===== src/rtl/msi_vte_pkg.sv =====
package msi_vte_pkg;
    typedef enum logic [1:0] {
        ST_IDLE  = 2'd0,
        ST_FETCH = 2'd1,
        ST_WRITE = 2'd2
    } vte_state_e;

    typedef enum logic [1:0] {
        ACT_NONE  = 2'd0,
        ACT_SET_P = 2'd1,
        ACT_SET_Q = 2'd2
    } vte_act_e;
endpackage


===== src/rtl/msi_vte_locate.sv =====
module msi_vte_locate #(
    parameter int ADDR_W   = 64,
    parameter int DATA_W   = 16,
    parameter int SRC_W    = 16,
    parameter int LEN_W    = 17,
    parameter int CNT_W    = 16,
    parameter int MAX_SRC  = 2048,
    parameter int BASE_LSB = 12,
    parameter int SMALL_SH = 4,
    parameter int LARGE_SH = 7,
    parameter int DLO_W    = 5
) (
    input  logic [ADDR_W-1:0] ev_addr,
    input  logic [DATA_W-1:0] ev_data,
    input  logic              ev_ffi,
    input  logic [ADDR_W-1:0] cfg_tbl_base,
    input  logic [LEN_W-1:0]  cfg_tbl_len,
    input  logic              cfg_tbl_en,
    input  logic              cfg_large,
    input  logic [CNT_W-1:0]  cfg_src_count,
    output logic [SRC_W-1:0]  src,
    output logic [ADDR_W-1:0] entry_addr,
    output logic              src_ok
);
    localparam logic [ADDR_W-1:0] BASE_MASK = ~((ADDR_W'(1) << BASE_LSB) - ADDR_W'(1));
    localparam logic [31:0]       MAX_CNT   = 32'(MAX_SRC);

    logic [DLO_W-1:0] data_lo;
    logic [31:0]      cnt_eff;
    logic [ADDR_W-1:0] base_m;
    logic [ADDR_W-1:0] offs;

    always_comb begin
        data_lo    = ev_ffi ? '0 : ev_data[DLO_W-1:0];
        src        = ev_addr[SMALL_SH +: SRC_W] | SRC_W'(data_lo);
        cnt_eff    = (32'(cfg_src_count) > MAX_CNT) ? MAX_CNT : 32'(cfg_src_count);
        src_ok     = cfg_tbl_en && (32'(src) < 32'(cfg_tbl_len)) && (32'(src) < cnt_eff);
        base_m     = cfg_tbl_base & BASE_MASK;
        offs       = cfg_large ? (ADDR_W'(src) << LARGE_SH) : (ADDR_W'(src) << SMALL_SH);
        entry_addr = base_m + offs;
    end
endmodule


===== src/rtl/msi_vte_gate.sv =====
module msi_vte_gate
    import msi_vte_pkg::*;
#(
    parameter int SRV_LSB = 32,
    parameter int SRV_W   = 16,
    parameter int PRI_LSB = 0,
    parameter int PE_LSB  = 48,
    parameter int PE_W    = 16,
    parameter int P_BIT   = 24,
    parameter int GEN_LSB = 25,
    parameter int GEN_W   = 2,
    parameter int Q_BIT   = 16
) (
    input  logic [63:0]      ive,
    input  logic             force_pq,
    input  logic             pe_chk,
    input  logic [PE_W-1:0]  pe_req,
    output logic             pe_ok,
    output vte_act_e         act,
    output logic [7:0]       wbyte,
    output logic [SRV_W-1:0] server,
    output logic [7:0]       prio
);
    localparam logic [7:0] MASKED_PRIO = 8'hFF;

    logic [1:0]       pq;
    logic [GEN_W-1:0] gen;

    always_comb begin
        gen    = ive[GEN_LSB +: GEN_W];
        prio   = ive[PRI_LSB +: 8];
        server = ive[SRV_LSB +: SRV_W] >> 2;
        pe_ok  = !pe_chk || (ive[PE_LSB +: PE_W] == pe_req);
        pq     = force_pq ? 2'b00 : {ive[P_BIT], ive[Q_BIT]};
        act    = ACT_NONE;
        wbyte  = 8'h01;
        unique case (pq)
            2'b00: begin
                if (prio == MASKED_PRIO) begin
                    act = ACT_SET_Q;
                end else begin
                    act   = ACT_SET_P;
                    wbyte = 8'h01 | (8'(gen) << 1);
                end
            end
            2'b10:   act = ACT_SET_Q;
            default: act = ACT_NONE;
        endcase
    end
endmodule


===== src/rtl/msi_vte_engine.sv =====
module msi_vte_engine
    import msi_vte_pkg::*;
#(
    parameter int ADDR_W   = 64,
    parameter int DATA_W   = 16,
    parameter int SRC_W    = 16,
    parameter int LEN_W    = 17,
    parameter int CNT_W    = 16,
    parameter int IRQ_W    = 32,
    parameter int MAX_SRC  = 2048,
    parameter int BASE_LSB = 12,
    parameter int SRV_LSB  = 32,
    parameter int SRV_W    = 16,
    parameter int PRI_LSB  = 0,
    parameter int PE_LSB   = 48,
    parameter int PE_W     = 16,
    parameter int P_BIT    = 24,
    parameter int GEN_LSB  = 25,
    parameter int GEN_W    = 2,
    parameter int Q_BIT    = 16
) (
    input  logic              clk,
    input  logic              rst_n,
    input  logic              ev_valid,
    output logic              ev_ready,
    input  logic [ADDR_W-1:0] ev_addr,
    input  logic [DATA_W-1:0] ev_data,
    input  logic              ev_pe_valid,
    input  logic [PE_W-1:0]   ev_pe,
    input  logic              ev_force,
    input  logic              ev_ffi,
    input  logic [ADDR_W-1:0] cfg_tbl_base,
    input  logic [LEN_W-1:0]  cfg_tbl_len,
    input  logic              cfg_tbl_en,
    input  logic              cfg_large,
    input  logic [IRQ_W-1:0]  cfg_irq_base,
    input  logic [CNT_W-1:0]  cfg_src_count,
    output logic              mem_req,
    output logic              mem_we,
    output logic [ADDR_W-1:0] mem_addr,
    output logic [7:0]        mem_wdata,
    input  logic              mem_ack,
    input  logic [63:0]       mem_rdata,
    output logic              irq_valid,
    output logic [SRV_W-1:0]  irq_server,
    output logic [7:0]        irq_prio,
    output logic [IRQ_W-1:0]  irq_num,
    output logic              ffi_unlock
);
    // byte offsets inside a big-endian entry for the P and Q status bytes
    localparam logic [ADDR_W-1:0] P_OFF = ADDR_W'(7 - P_BIT / 8);
    localparam logic [ADDR_W-1:0] Q_OFF = ADDR_W'(7 - Q_BIT / 8);

    typedef struct packed {
        logic [SRC_W-1:0]  src;
        logic [ADDR_W-1:0] entry;
        logic              force_pq;
        logic              pe_chk;
        logic [PE_W-1:0]   pe;
        logic              ffi;
    } ev_ctx_t;

    typedef struct packed {
        vte_state_e        st;
        ev_ctx_t           ev;
        logic [ADDR_W-1:0] waddr;
        logic [7:0]        wbyte;
        logic              deliver;
        logic [SRV_W-1:0]  srv;
        logic [7:0]        prio;
        logic [IRQ_W-1:0]  num;
        logic              irq;
        logic              unlock;
    } vte_regs_t;

    vte_regs_t q, d;

    logic [SRC_W-1:0]  loc_src;
    logic [ADDR_W-1:0] loc_entry;
    logic              loc_ok;
    logic              g_pe_ok;
    vte_act_e          g_act;
    logic [7:0]        g_wbyte;
    logic [SRV_W-1:0]  g_srv;
    logic [7:0]        g_prio;

    msi_vte_locate #(
        .ADDR_W(ADDR_W), .DATA_W(DATA_W), .SRC_W(SRC_W), .LEN_W(LEN_W),
        .CNT_W(CNT_W), .MAX_SRC(MAX_SRC), .BASE_LSB(BASE_LSB)
    ) u_locate (
        .ev_addr      (ev_addr),
        .ev_data      (ev_data),
        .ev_ffi       (ev_ffi),
        .cfg_tbl_base (cfg_tbl_base),
        .cfg_tbl_len  (cfg_tbl_len),
        .cfg_tbl_en   (cfg_tbl_en),
        .cfg_large    (cfg_large),
        .cfg_src_count(cfg_src_count),
        .src          (loc_src),
        .entry_addr   (loc_entry),
        .src_ok       (loc_ok)
    );

    msi_vte_gate #(
        .SRV_LSB(SRV_LSB), .SRV_W(SRV_W), .PRI_LSB(PRI_LSB), .PE_LSB(PE_LSB),
        .PE_W(PE_W), .P_BIT(P_BIT), .GEN_LSB(GEN_LSB), .GEN_W(GEN_W), .Q_BIT(Q_BIT)
    ) u_gate (
        .ive     (mem_rdata),
        .force_pq(q.ev.force_pq),
        .pe_chk  (q.ev.pe_chk),
        .pe_req  (q.ev.pe),
        .pe_ok   (g_pe_ok),
        .act     (g_act),
        .wbyte   (g_wbyte),
        .server  (g_srv),
        .prio    (g_prio)
    );

    always_comb begin
        d        = q;
        d.irq    = 1'b0;
        d.unlock = 1'b0;
        unique case (q.st)
            ST_IDLE: begin
                if (ev_valid) begin
                    d.ev.src      = loc_src;
                    d.ev.entry    = loc_entry;
                    d.ev.force_pq = ev_force;
                    d.ev.pe_chk   = ev_pe_valid && !ev_ffi;
                    d.ev.pe       = ev_pe;
                    d.ev.ffi      = ev_ffi;
                    if (loc_ok) begin
                        d.st = ST_FETCH;
                    end else begin
                        d.unlock = ev_ffi;
                    end
                end
            end
            ST_FETCH: begin
                if (mem_ack) begin
                    if (!g_pe_ok || g_act == ACT_NONE) begin
                        d.st     = ST_IDLE;
                        d.unlock = q.ev.ffi;
                    end else begin
                        d.st      = ST_WRITE;
                        d.waddr   = q.ev.entry + ((g_act == ACT_SET_P) ? P_OFF : Q_OFF);
                        d.wbyte   = g_wbyte;
                        d.deliver = (g_act == ACT_SET_P);
                        d.srv     = g_srv;
                        d.prio    = g_prio;
                        d.num     = cfg_irq_base + IRQ_W'(q.ev.src);
                    end
                end
            end
            ST_WRITE: begin
                if (mem_ack) begin
                    d.st     = ST_IDLE;
                    d.irq    = q.deliver;
                    d.unlock = q.ev.ffi;
                end
            end
            default: d.st = ST_IDLE;
        endcase
    end

    always_ff @(posedge clk) begin
        if (!rst_n) begin
            q <= '0;
        end else begin
            q <= d;
        end
    end

    assign ev_ready   = (q.st == ST_IDLE);
    assign mem_req    = (q.st != ST_IDLE);
    assign mem_we     = (q.st == ST_WRITE);
    assign mem_addr   = (q.st == ST_WRITE) ? q.waddr : q.ev.entry;
    assign mem_wdata  = q.wbyte;
    assign irq_valid  = q.irq;
    assign irq_server = q.srv;
    assign irq_prio   = q.prio;
    assign irq_num    = q.num;
    assign ffi_unlock = q.unlock;
endmodule


===== config.mk =====
export PLATFORM = sky130hd
export DESIGN_NAME = msi_vte_engine
export DESIGN_NICKNAME = d
export VERILOG_FILES = /design/src/rtl/msi_vte_pkg.sv /design/src/rtl/msi_vte_locate.sv /design/src/rtl/msi_vte_gate.sv /design/src/rtl/msi_vte_engine.sv
export SDC_FILE = /design/constraint.sdc
export NUM_CORES = 1
export LEC_CHECK = 0
export BUFFER_PORTS_ARGS = -buffer_cell sky130_fd_sc_hd__buf_2
export CAP_MARGIN = 20
export CORE_MARGIN = 2
export CORE_UTILIZATION = 53
export CTS_CLUSTER_DIAMETER = 40
export DETAILED_ROUTE_END_ITERATION = 8
export PLACE_DENSITY = 0.84
export SYNTH_ARGS = -nofsm -noshare
export SYNTH_HDL_FRONTEND = slang
export SYNTH_HIERARCHICAL = 1
export SYNTH_SLANG_ARGS = --single-unit

===== constraint.sdc =====
create_clock -name clk -period 3.6 [get_ports clk]
set_input_delay 0.18 -clock clk [delete_from_list [all_inputs] [get_ports clk]]
set_output_delay 0.18 -clock clk [all_outputs]
set_load 0.02 [all_outputs]

==> results of run 1 <==
==> metrics by stage <==
stage	util (%)	hold WS (ns)	area, um2	total power (uW)
floorplan	-	0.3160	14640	3665
global placement	58.21	0.4228	15730	4022
detailed placement	58.21	0.4297	15730	4065
CTS	66.14	0.003752	17870	8024
global route	66.25	0.007243	17900	8332
finish	66.27	0.02409	17910	8020
==> timing repair <==
item,4_1_cts,5_1_grt
endpoints found under the setup margin,0,0
endpoints found under the hold margin,76,0
hold buffers,76,0
==> placed cells by master, fill, tap and decap left out, drive strengths merged, types with 15 or more instances in the layout <==
master / count
clkbuf: 47
dlygate4sd3: 76
a31oi: 15
a211oi: 33
buf: 357
nor2: 100
ha: 63
nor3: 22
nand2: 378
and4: 18
a21oi: 233
and3: 24
inv: 51
conb: 16
o21ai: 83
xor2: 70
nand3: 62
nand4: 41
dfxtp: 232
xnor2: 64
mux2: 70
==> tightest hold or removal path: cells and delay by family <==
kind,cells,cell delay [ns]
and+or+nand+nor,1,0.06
AOI/OAI and AO/OA,1,0.06
xor gates and xnor gates,1,0.07
buffers and inverters,1,0.11
==> sequential cells by signal, summed over array words and instances (netlist names) <==
| name | flops |
|---|---|
| irq_server | 16 |
| irq_valid | 1 |
| irq_num | 32 |
| q | 166 |
| irq_prio | 8 |
| ffi_unlock | 1 |
| mem_wdata | 8 |
==> layer usage <==
metal | wire (um) | vias up | GRT usage, %
met2 | 21850 | 741 | 52.24
met3 | 4074 | 138 | 6.442
met5 | 13 | - | 0
li1 | - | 6991 | -
met4 | 1985 | 2 | 14.23
met1 | 18420 | 6797 | 37.33
==> power by group <==
| part | switching [uW] | internal, uW | leakage [uW] | total (uW) |
|---|---|---|---|---|
| logic | 769 | 540 | 0.00506 | 1310 |
| clock network | 1410 | 2490 | 0.000664 | 3900 |
| registers | 123 | 2690 | 0.00189 | 2810 |
| total | 2300 | 5720 | 0.00762 | 8020 |
==> logic make-up after synthesis <==
group	share of synthesized area, %
xor gates and xnor gates	8.043
other	0.1029
adders and majority gates	5.677
muxes	5.608
DFF	31.83
AOI/OAI and AO/OA	16.28
and+or+nand+nor	23.04
buffers and inverters	9.415
==> how the worst max path moves through the flow <==
| stage | from | endpoint | cells past startpoint |
|---|---|---|---|
| 6_report | mem_rdata[2] | q[130] | 14 |
| 5_1_grt | mem_rdata[2] | q[130] | 14 |
| 4_1_cts | mem_rdata[1] | q[130] | 14 |
| 3_5_place_dp | cfg_large | q[204] | 12 |
| 3_3_place_gp | mem_rdata[3] | q[130] | 13 |
| 2_1_floorplan | cfg_src_count[14] | q[231] | 13 |
==> final cells by class <==
type                    count  area, um2  area share, %
well taps                 341      426.7          2.382
multi-input cells        1421       8636          48.22
clock inverters            24      292.8          1.635
inverters                  41      158.9         0.8872
flip-flops and latches    232       4644          25.93
repair buffers            433       2648          14.78
diodes                      6      15.01        0.08383
clock buffers              47       1089          6.078
==> results by group, run 1 <==
Power
  – Max IR drop VDD: 0.3488 mV
  – P_leak: 0.007616 uW
  – Power per cell area: 447.8 nW/um2

Synthesis
  – Most used standard cells in the synthesized netlist: 377 x sky130_fd_sc_hd__nand2_1, 232 x sky130_fd_sc_hd__a21oi_1, 232 x sky130_fd_sc_hd__dfxtp_1
  – Syn. warnings: 6
  – Top flip-flop cell by instance count after synthesis: sky130_fd_sc_hd__dfxtp_1
  – Sequential-to-total area share from yosys stat: 31.83%
  – Number of flops mapped to enable cells by yosys: 0
  – Leading area contributor after synthesis: sky130_fd_sc_hd__dfxtp_1
  – Number of storage elements in the synthesis netlist: 232
  – Share of synthesized registers carrying an async set or reset: 0%
  – Number of distinct library cells after synthesis: 72
  – Area of the mapped netlist: 14590 um2
  – Synth top area cells: sky130_fd_sc_hd__dfxtp_1 32%, sky130_fd_sc_hd__nand2_1 9.7%, sky130_fd_sc_hd__a21oi_1 8.0%
  – Top-area cell type share of the netlist area: 31.83%
  – Post-synthesis instance total: 1890
  – Syn avg cell area: 7.720 um2
  – Cell with the most instances after synthesis: sky130_fd_sc_hd__nand2_1

Timing
  – Period Utilization, post-route: 95.49%
  – Unrepaired setup endpoints after global routing: false
  – Highest clock rate: 290.9 MHz
  – Slew Limit Fails: 0
  – Slew headroom: 48.66%
  – Time the worst path needs with I/O delays and setup: 3.438 ns
  – Sum of negative setup slack: 0 ns
  – Worst setup slack after layout: 0.1625 ns
  – Number of hold violations in the final report: 0
  – Count of endpoints failing setup in the final report: 0
  – Clk_skew: 0.02350 ns
  – Slew @ Worst Pin: 0.7701 ns

Die
  – Vertical die dimension: 169.9 um
  – Total Die Area: 28870 um2
  – Number of top-level design ports: 431
  – Horizontal die dimension: 169.9 um
  – Starting utilization of the core area: 53.99%
  – Number of placement rows: 60
  – Core region area: 27030 um2

Layout
  – Filler instances: 2164
  – Nets@finish: 2531
  – Cell Count, Final, Fillers Out: 2545
  – Area growth syn-to-layout: 22.74%
  – Share of post-route cells with drive strength above 1: 23.98%

Drt
  – Vias per std cell: 5.764
  – Via Count: 14670
  – First-pass iteration count of the detailed router: 5
  – Routed wire length: 46340 um
  – Average wire length per cell after detail routing: 18.21 um
  – Number of design rule violations left after detail routing: 0
  – Drt initial violations: 1238
  – Count of nets left with antenna violations after detail routing: 0

Setup path
  – Data required time of the worst path: 3.99 ns
  – Crit path buffers/inverters: 3
  – Arrival time reported for the critical path endpoint: 3.82 ns
  – Critical path startpoint category: primary input
  – Critical Path Fanout Max: 8
  – R2R depth: 11
  – Biggest cell delay along the critical path: 0.57 ns
  – Worst Setup Path Type: primary input to register
  – Worst reg2reg path endpoint: q[130]
  – CP cell instances: dlygate4sd3_1, buf_2, nand4_1, o22ai_1, inv_1, nand2b_1, ha_1, a21oi_1, nand2b_1, nor4_2, nand3_1, nor3_1, xnor2_1, a21oi_1
  – Worst path top cell family by delay: simple AND/OR/NAND/NOR gates
  – Reg-to-reg critical path startpoint: q[149]
  – Library cell contributing the largest single delay on the critical path: sky130_fd_sc_hd__o22ai_1
  – Setup slack, reg-to-reg: 0.44 ns
  – Type of element capturing the critical path: register

CTS
  – Later-pin clock latency in the skew report: 0.52 ns
  – Post-CTS setup repair buffer count: 0
  – Reg clk slew, reported paths: 0.05 ns
  – Cell at the root of the clock tree: sky130_fd_sc_hd__clkbuf_16
  – H-tree depth: 2
  – TritonCTS clock tree: yes
  – Sink count of the clock tree: 232
  – Clock buffer count from CTS: 39
  – Number of buffers on the longest clock path: 3
  – # resized after CTS: 0

Hold path
  – Hold path start: cfg_tbl_base[25]
  – Destination of the worst hold path: q[175]
  – Tightest Hold Check Type: primary input to register
  – Hold Crit Depth: 4

GRT
  – Largest net degree at the start of global routing: 100
  – Overall routing resource usage: 30.76%
  – Antenna violations before repair: 6
  – First-pass GRT wire length: 71730 um
  – Overall overflow remaining after global route: 0
  – Vias in the first global route: 13970

Placed design
  – DP Cell Count: 2391
  – Pre-CTS worst setup slack: 0.3425 ns
  – Detailed-placement wirelength estimate: 32080 um
  – Routability congestion estimate: 0.9556
  – Buffers added on ports: 337

Outcome
  – Run status: finished, final reports clean

Flow run
  – Max Cap Viol: 0
(Power assumes the default switching activity.)
==> run 2: changes to the inputs <==
- clock period: 3.6 -> 3.5 ns (I/O delays scaled with it)
==> run 2 against run 1 <==
  * Power shrank 3.6%
  * Via count shrank 1.2%
  * Clock skew grew 0.0056 ns
  * Worst setup slack better by 0.099 ns
  * Sequential cell count unchanged
  * Design area down 1.5%
  * Wire length is 2.3% lower
  * Utilization decreased by 0.99 points
  * Clock-buffer cell count down 4
  * Global-route usage is 0.94 points lower
  * Critical path depth is 3 higher
  * Sequential share of layout area is 0.39 points higher
  * Largest power group unchanged
==> results by group, run 2 (same netlist as run 1, synthesis figures left out) <==
CTS
  – Sink count of the clock tree: 232 (unchanged)
  – Cell at the root of the clock tree: sky130_fd_sc_hd__clkbuf_16 (unchanged)
  – Clock buffer count from CTS: 34 (was 39)
  – Later-pin clock latency in the skew report: 0.51 ns (was 0.52 ns)
  – Reg clk slew, reported paths: 0.05 ns (about the same)
  – H-tree depth: 2 (unchanged)
  – Number of buffers on the longest clock path: 3 (unchanged)
  – TritonCTS clock tree: yes (unchanged)

Setup path
  – Arrival time reported for the critical path endpoint: 3.61 ns (was 3.82 ns)
  – R2R depth: 9 (was 11)
  – Worst reg2reg path endpoint: q[74] (was q[130])
  – Library cell contributing the largest single delay on the critical path: sky130_fd_sc_hd__dlygate4sd3_1 (was sky130_fd_sc_hd__o22ai_1)
  – Critical Path Fanout Max: 5 (was 8)
  – Critical path startpoint category: primary input (unchanged)
  – Reg-to-reg critical path startpoint: q[146] (was q[149])
  – Biggest cell delay along the critical path: 0.56 ns (was 0.57 ns)
  – Setup slack, reg-to-reg: 0.49 ns (was 0.44 ns)
  – CP cell instances: dlygate4sd3_1, buf_2, inv_1, a21oi_1, inv_1, ha_1, a21o_1, a21oi_1, o21ai_0, a31oi_1, o21ai_0, a211oi_1, buf_4, nand2_1, a21boi_0, mux2i_1, nor2_1 (was dlygate4sd3_1, buf_2, nand4_1, o22ai_1, inv_1, nand2b_1, ha_1, a21oi_1, nand2b_1, nor4_2, nand3_1, nor3_1, xnor2_1, a21oi_1)
  – Worst Setup Path Type: primary input to register (unchanged)
  – Data required time of the worst path: 3.87 ns (was 3.99 ns)
  – Type of element capturing the critical path: register (unchanged)

Placed design
  – Post-detailed-placement cell area: 15740 um2 (was 15730 um2)
  – Pre-CTS worst setup slack: 0.2045 ns (was 0.3425 ns)
  – Buffers added on ports: 337 (unchanged)
  – Detailed-placement wirelength estimate: 31840 um (was 32080 um)
  – Routability congestion estimate: 0.9644 (was 0.9556)

Drt
  – Average wire length per cell after detail routing: 17.94 um (was 18.21 um)
  – Via Count: 14490 (was 14670)
  – Number of design rule violations left after detail routing: 0 (unchanged)
  – Drt initial violations: 1192 (was 1238)
  – Routed wire length: 45290 um (was 46340 um)
  – Count of nets left with antenna violations after detail routing: 0 (unchanged)
  – First-pass iteration count of the detailed router: 5 (unchanged)
  – Vias per std cell: 5.738 (was 5.764)

Timing
  – Number of hold violations in the final report: 0 (unchanged)
  – Slew @ Worst Pin: 0.8644 ns (was 0.7701 ns)
  – Unrepaired setup endpoints after global routing: false (unchanged)
  – Highest clock rate: 308.8 MHz
  – Slew headroom: 42.38% (was 48.66%)
  – Period Utilization, post-route: 92.52%
  – Count of endpoints failing setup in the final report: 0 (unchanged)
  – Clk_skew: 0.02912 ns (was 0.02350 ns)
  – Slew Limit Fails: 0 (unchanged)
  – Worst setup slack after layout: 0.2619 ns (was 0.1625 ns)
  – Sum of negative setup slack: 0 ns (unchanged)
  – Time the worst path needs with I/O delays and setup: 3.238 ns

GRT
  – Overall routing resource usage: 29.82% (was 30.76%)
  – Largest net degree at the start of global routing: 100 (unchanged)
  – Vias in the first global route: 13800 (was 13970)
  – Antenna violations before repair: 2 (was 6)
  – Overall overflow remaining after global route: 0 (unchanged)
  – First-pass GRT wire length: 69360 um (was 71730 um)

Layout
  – Area growth syn-to-layout: 20.91% (was 22.74%)
  – Number of flip-flops under the largest register name: 166 (unchanged)
  – Top register by number of flip-flops: q (unchanged)
  – Nets@finish: 2521 (was 2531)
  – Share of post-route cells with drive strength above 1: 23.83% (was 23.98%)
  – Leading cell type in the layout, fill and taps excluded: sky130_fd_sc_hd__nand2_1 (unchanged)
  – Top library cells by usage in the layout, fill and taps aside: 375 x sky130_fd_sc_hd__nand2_1, 337 x sky130_fd_sc_hd__buf_2, 232 x sky130_fd_sc_hd__a21oi_1, 232 x sky130_fd_sc_hd__dfxtp_1, 99 x sky130_fd_sc_hd__nor2_1 (unchanged)
  – Post-route design area: 17640 um2 (was 17910 um2)

Power
  – Max IR drop VDD: 0.3266 mV (was 0.3488 mV)
  – Power per cell area: 438.0 nW/um2 (was 447.8 nW/um2)
  – P_leak: 0.007525 uW (was 0.007616 uW)

Hold path
  – Destination of the worst hold path: q[204] (was q[175])
  – Hold path start: cfg_tbl_base[54] (was cfg_tbl_base[25])
  – Tightest Hold Check Type: primary input to register (unchanged)
  – Hold Crit Depth: 4 (unchanged)

Die
  – Starting utilization of the core area: 53.99% (unchanged)
  – Total Die Area: 28870 um2 (unchanged)
  – Horizontal die dimension: 169.9 um (unchanged)
  – Number of top-level design ports: 431 (unchanged)
  – Number of placement rows: 60 (unchanged)
  – Vertical die dimension: 169.9 um (unchanged)
  – Core region area: 27030 um2 (unchanged)

Outcome
  – Run status: finished, final reports clean (unchanged)

Flow run
  – Max Cap Viol: 0 (unchanged)
[run 2: how the worst max path moves through the flow]
stage          slack [ns]  endpoint         startpoint
2_1_floorplan        0.45    q[231]  cfg_src_count[14]
3_3_place_gp         0.30    q[204]          cfg_large
3_5_place_dp         0.20    q[128]       mem_rdata[3]
4_1_cts              0.18    q[128]       mem_rdata[3]
5_1_grt              0.04    q[231]             ev_ffi
6_report             0.26    q[231]             ev_ffi
[run 2: worst max-delay path, delay by kind of cell]
family | cells | cell delay (ns)
compound gates | 8 | 1.58
fa+ha+maj | 1 | 0.32
buf+inv | 5 | 1.20
mux | 1 | 0.22
simple gates | 2 | 0.10
[run 2: timing repair]
action,CTS,global route
setup buffers,0,0
hold buffers,68,0
setup endpoints to repair,0,4
resized for setup,0,3
endpoints found under the hold margin,68,0
[run 2: report_power, final]
part | leakage [uW] | internal (uW) | switching [uW]
Sequential | 0.00189 | 2760 | 125
Clock | 0.000574 | 2200 | 1300
Combinational | 0.00506 | 552 | 787
Total | 0.00753 | 5520 | 2210
[run 2: per-layer routing]
layer / wire length (um) / global-route usage (%)
met1: 18860 / 37.07
met2: 20920 / 50.79
met3: 3545 / 4.372
met4: 1965 / 14.31
met5: 0 / 0
[run 2: final cells by class]
class	instances	area, um2
Clock inverter	17	206.4
Fill cell	2241	9384
Multi-Input combinational cell	1421	8650
Clock buffer	43	965.9
Tap cell	341	426.7
Antenna cell	2	5.005
Inverter	41	158.9
Sequential cell	232	4644
Timing Repair Buffer	428	2585
[run 2: metrics by stage]
| stage | instances | hold WS [ns] | utilization, % | total power (uW) |
|---|---|---|---|---|
| 2_1_floorplan | 1902 | 0.3110 | - | 3769 |
| 3_3_place_gp | 2394 | 0.4176 | 58.25 | 4142 |
| 4_1_cts | 2522 | 0.001041 | 65.11 | 7724 |
| 3_5_place_dp | 2394 | 0.4199 | 58.25 | 4184 |
| 6_report | 2525 | 0.01633 | 65.28 | 7728 |
| 5_1_grt | 2525 | 0.004251 | 65.28 | 8009 |
==> run 3: changes to the inputs <==
--- a/config.mk
+++ b/config.mk
@@ -14,2 +14,3 @@
 export PLACE_DENSITY = 0.84
+export SKIP_LAST_GASP = 1
 export SYNTH_ARGS = -nofsm -noshare
--- a/constraint.sdc
+++ b/constraint.sdc
@@ -3,2 +3,2 @@
 set_output_delay 0.175 -clock clk [all_outputs]
-set_load 0.02 [all_outputs]
+set_load 0.01 [all_outputs]
==> run 3 against run 2 <==
  * Largest cell class unchanged
  * Clock-buffer cell count is 1 lower
  * Power is 1.6% lower
  * Wire length is 0.75% higher
  * Sequential cell count stayed put
  * Hold slack worse by 0.0029 ns
  * Sequential share of layout area hardly changed
  * Global-route usage is 0.26 points higher
  * Clock power is 2% lower
==> results by group, run 3 (same netlist as run 1, synthesis figures left out) <==
GRT
  – Largest net degree at the start of global routing: 100 (unchanged)
  – First-pass GRT wire length: 69680 um (was 69360 um)
  – Overall overflow remaining after global route: 0 (unchanged)
  – Overall routing resource usage: 30.08% (was 29.82%)
  – Vias in the first global route: 13660 (was 13800)
  – Antenna violations before repair: 7 (was 2)

CTS
  – Sink count of the clock tree: 232 (unchanged)
  – Clock buffer count from CTS: 36 (was 34)
  – H-tree depth: 2 (unchanged)
  – Later-pin clock latency in the skew report: 0.52 ns (was 0.51 ns)
  – Number of buffers on the longest clock path: 3 (unchanged)
  – Reg clk slew, reported paths: 0.05 ns (about the same)
  – Post-CTS setup repair buffer count: 0 (unchanged)
  – Cell at the root of the clock tree: sky130_fd_sc_hd__clkbuf_16 (unchanged)
  – TritonCTS clock tree: yes (unchanged)

Layout
  – Top library cells by usage in the layout, fill and taps aside: 375 x sky130_fd_sc_hd__nand2_1, 337 x sky130_fd_sc_hd__buf_2, 232 x sky130_fd_sc_hd__dfxtp_1, 231 x sky130_fd_sc_hd__a21oi_1, 99 x sky130_fd_sc_hd__nor2_1 (was 375 x sky130_fd_sc_hd__nand2_1, 337 x sky130_fd_sc_hd__buf_2, 232 x sky130_fd_sc_hd__a21oi_1, 232 x sky130_fd_sc_hd__dfxtp_1, 99 x sky130_fd_sc_hd__nor2_1)
  – Number of flip-flops under the largest register name: 166 (unchanged)
  – Share of post-route cells with drive strength above 1: 23.79% (was 23.83%)
  – Area growth syn-to-layout: 20.85% (was 20.91%)
  – Leading cell type in the layout, fill and taps excluded: sky130_fd_sc_hd__nand2_1 (unchanged)
  – Top register by number of flip-flops: q (unchanged)
  – Nets@finish: 2522 (was 2521)
  – Filler instances: 2193 (was 2241)
  – Core occupancy in the finished layout: 65.25% (was 65.28%)
  – Post-route design area: 17630 um2 (was 17640 um2)

Setup path
  – CP cell instances: dlygate4sd3_1, buf_2, inv_1, a21oi_1, inv_1, ha_1, a21o_1, a21oi_1, o21ai_0, a31oi_1, o21ai_0, a211oi_1, buf_4, nand2_1, a21boi_0, mux2i_1, nor2_1 (unchanged)
  – Arrival time reported for the critical path endpoint: 3.62 ns (was 3.61 ns)
  – Library cell contributing the largest single delay on the critical path: sky130_fd_sc_hd__dlygate4sd3_1 (unchanged)
  – Critical Path Fanout Max: 5 (unchanged)
  – Critical path origin: ev_ffi (unchanged)
  – Type of element capturing the critical path: register (unchanged)
  – Setup slack, reg-to-reg: 0.53 ns (was 0.49 ns)
  – R2R depth: 12 (was 9)
  – Worst path top cell family by delay: compound AO/OA/AOI/OAI gates (unchanged)
  – Crit path buffers/inverters: 5 (unchanged)
  – Biggest cell delay along the critical path: 0.54 ns (was 0.56 ns)
  – Worst reg2reg path endpoint: q[130] (was q[74])
  – Critical path startpoint category: primary input (unchanged)
  – Reg-to-reg critical path startpoint: q[149] (was q[146])
  – Worst Setup Path Type: primary input to register (unchanged)
  – Data required time of the worst path: 3.88 ns (was 3.87 ns)

Drt
  – First-pass iteration count of the detailed router: 5 (unchanged)
  – Count of nets left with antenna violations after detail routing: 0 (unchanged)
  – Vias per std cell: 5.728 (was 5.738)
  – Via Count: 14520 (was 14490)
  – Routed wire length: 45630 um (was 45290 um)
  – Drt initial violations: 1140 (was 1192)
  – Number of design rule violations left after detail routing: 0 (unchanged)
  – Average wire length per cell after detail routing: 18.01 um (was 17.94 um)

Power
  – Power per cell area: 431.3 nW/um2 (was 438.0 nW/um2)
  – P_leak: 0.007482 uW (was 0.007525 uW)
  – Overall power: 7605 uW (was 7728 uW)
  – Max IR drop VDD: 0.3301 mV (was 0.3266 mV)

Die
  – Total Die Area: 28870 um2 (unchanged)
  – Starting utilization of the core area: 53.99% (unchanged)
  – Core region area: 27030 um2 (unchanged)
  – Number of placement rows: 60 (unchanged)
  – Number of top-level design ports: 431 (unchanged)
  – Vertical die dimension: 169.9 um (unchanged)
  – Horizontal die dimension: 169.9 um (unchanged)

Outcome
  – Run status: finished, final reports clean (unchanged)

Placed design
  – Post-detailed-placement cell area: 15740 um2 (about the same)
  – Routability congestion estimate: 0.9764 (was 0.9644)
  – Detailed-placement wirelength estimate: 31840 um (about the same)
  – Pre-CTS worst setup slack: 0.2154 ns (was 0.2045 ns)
  – Buffers added on ports: 337 (unchanged)

Timing
  – Clk_skew: 0.02566 ns (was 0.02912 ns)
  – Slew headroom: 44.68% (was 42.38%)
  – Count of endpoints failing setup in the final report: 0 (unchanged)
  – Period Utilization, post-route: 92.68% (was 92.52%)
  – Slew @ Worst Pin: 0.8298 ns (was 0.8644 ns)
  – Time the worst path needs with I/O delays and setup: 3.244 ns (was 3.238 ns)
  – Slew Limit Fails: 0 (unchanged)
  – Unrepaired setup endpoints after global routing: false (unchanged)
  – Number of hold violations in the final report: 0 (unchanged)
  – Worst setup slack after layout: 0.2561 ns (was 0.2619 ns)
  – Sum of negative setup slack: 0 ns (unchanged)
  – Highest clock rate: 308.3 MHz (was 308.8 MHz)

Flow run
  – Max Cap Viol: 0 (unchanged)

Hold path
  – Destination of the worst hold path: q[198] (was q[204])
  – Hold Crit Depth: 4 (unchanged)
  – Tightest Hold Check Type: primary input to register (unchanged)
  – Hold path start: cfg_tbl_base[48] (was cfg_tbl_base[54])
## run 3: cell types whose count changed in the layout (fill, tap and decap cells not counted), sizes merged
cell         before  now
dlygate4sd3      68   69
clkinvlp          2    5
buf             360  358
bufinv            3    1
inv              47   50
clkinv            6    8
diode             2    7
clkbuf           43   42
## run 3: report_power, final
part           switching (uW)  internal, uW  leakage, uW
logic                     731           554      0.00504
clock network            1390          2040     0.000552
registers                 124          2760      0.00189
total                    2250          5360      0.00748
## run 3: what timing repair did
item / CTS / global route
resized for setup: 0 / 1
hold endpoints to repair: 69 / 0
setup endpoints to repair: 0 / 1
hold buffers: 69 / 0
## run 3: worst max path at each step
stage          endpoint  slack [ns]  cells past startpoint
4_1_cts          q[231]        0.23                     17
2_1_floorplan    q[231]        0.45                     13
3_3_place_gp     q[231]        0.37                     16
3_5_place_dp     q[231]        0.22                     16
5_1_grt          q[231]        0.02                     16
6_report         q[231]        0.26                     17
## run 3: metal layers
layer	global-route usage [%]	wire (um)	vias up	part of all wire, %
li1	-	-	6971	-
met1	37.13	18640	6727	41
met2	49.87	21110	670	46
met3	5.442	3462	148	7.6
met4	16.28	2414	0	5.3
met5	0	0	-	0
## run 3: worst register-to-register path: stages (launching register included)
cell and delay (ns):
sky130_fd_sc_hd__dfxtp_1 0.32, sky130_fd_sc_hd__inv_1 0.07, sky130_fd_sc_hd__o2bb2ai_1 0.11, sky130_fd_sc_hd__a21boi_0 0.27, sky130_fd_sc_hd__nand2b_1 0.19, sky130_fd_sc_hd__ha_1 0.22, sky130_fd_sc_hd__a21oi_1 0.17, sky130_fd_sc_hd__nand2b_1 0.23
sky130_fd_sc_hd__nor4_2 0.31, sky130_fd_sc_hd__nand3_1 0.36, sky130_fd_sc_hd__nor3_1 0.38, sky130_fd_sc_hd__xnor2_1 0.16, sky130_fd_sc_hd__a21oi_1 0.08
## run 3: per-stage QoR
step / hold WS (ns) / std cells
4_1_cts: 0.001024 / 2526
6_report: 0.01342 / 2534
3_3_place_gp: 0.4178 / 2392
5_1_grt: 0.02319 / 2534
3_5_place_dp: 0.4217 / 2392
2_1_floorplan: 0.3110 / 1902
## run 3: final cells by class
type	count	area (um2)	share of cell area [%]
Multi-Input combinational cell	1421	8640	49.00
Inverter	41	158.9	0.9012
Timing Repair Buffer	427	2592	14.70
Clock inverter	23	220.2	1.249
Antenna cell	7	17.52	0.09934
Sequential cell	232	4644	26.34
Tap cell	341	426.7	2.420
Clock buffer	42	933.4	5.293
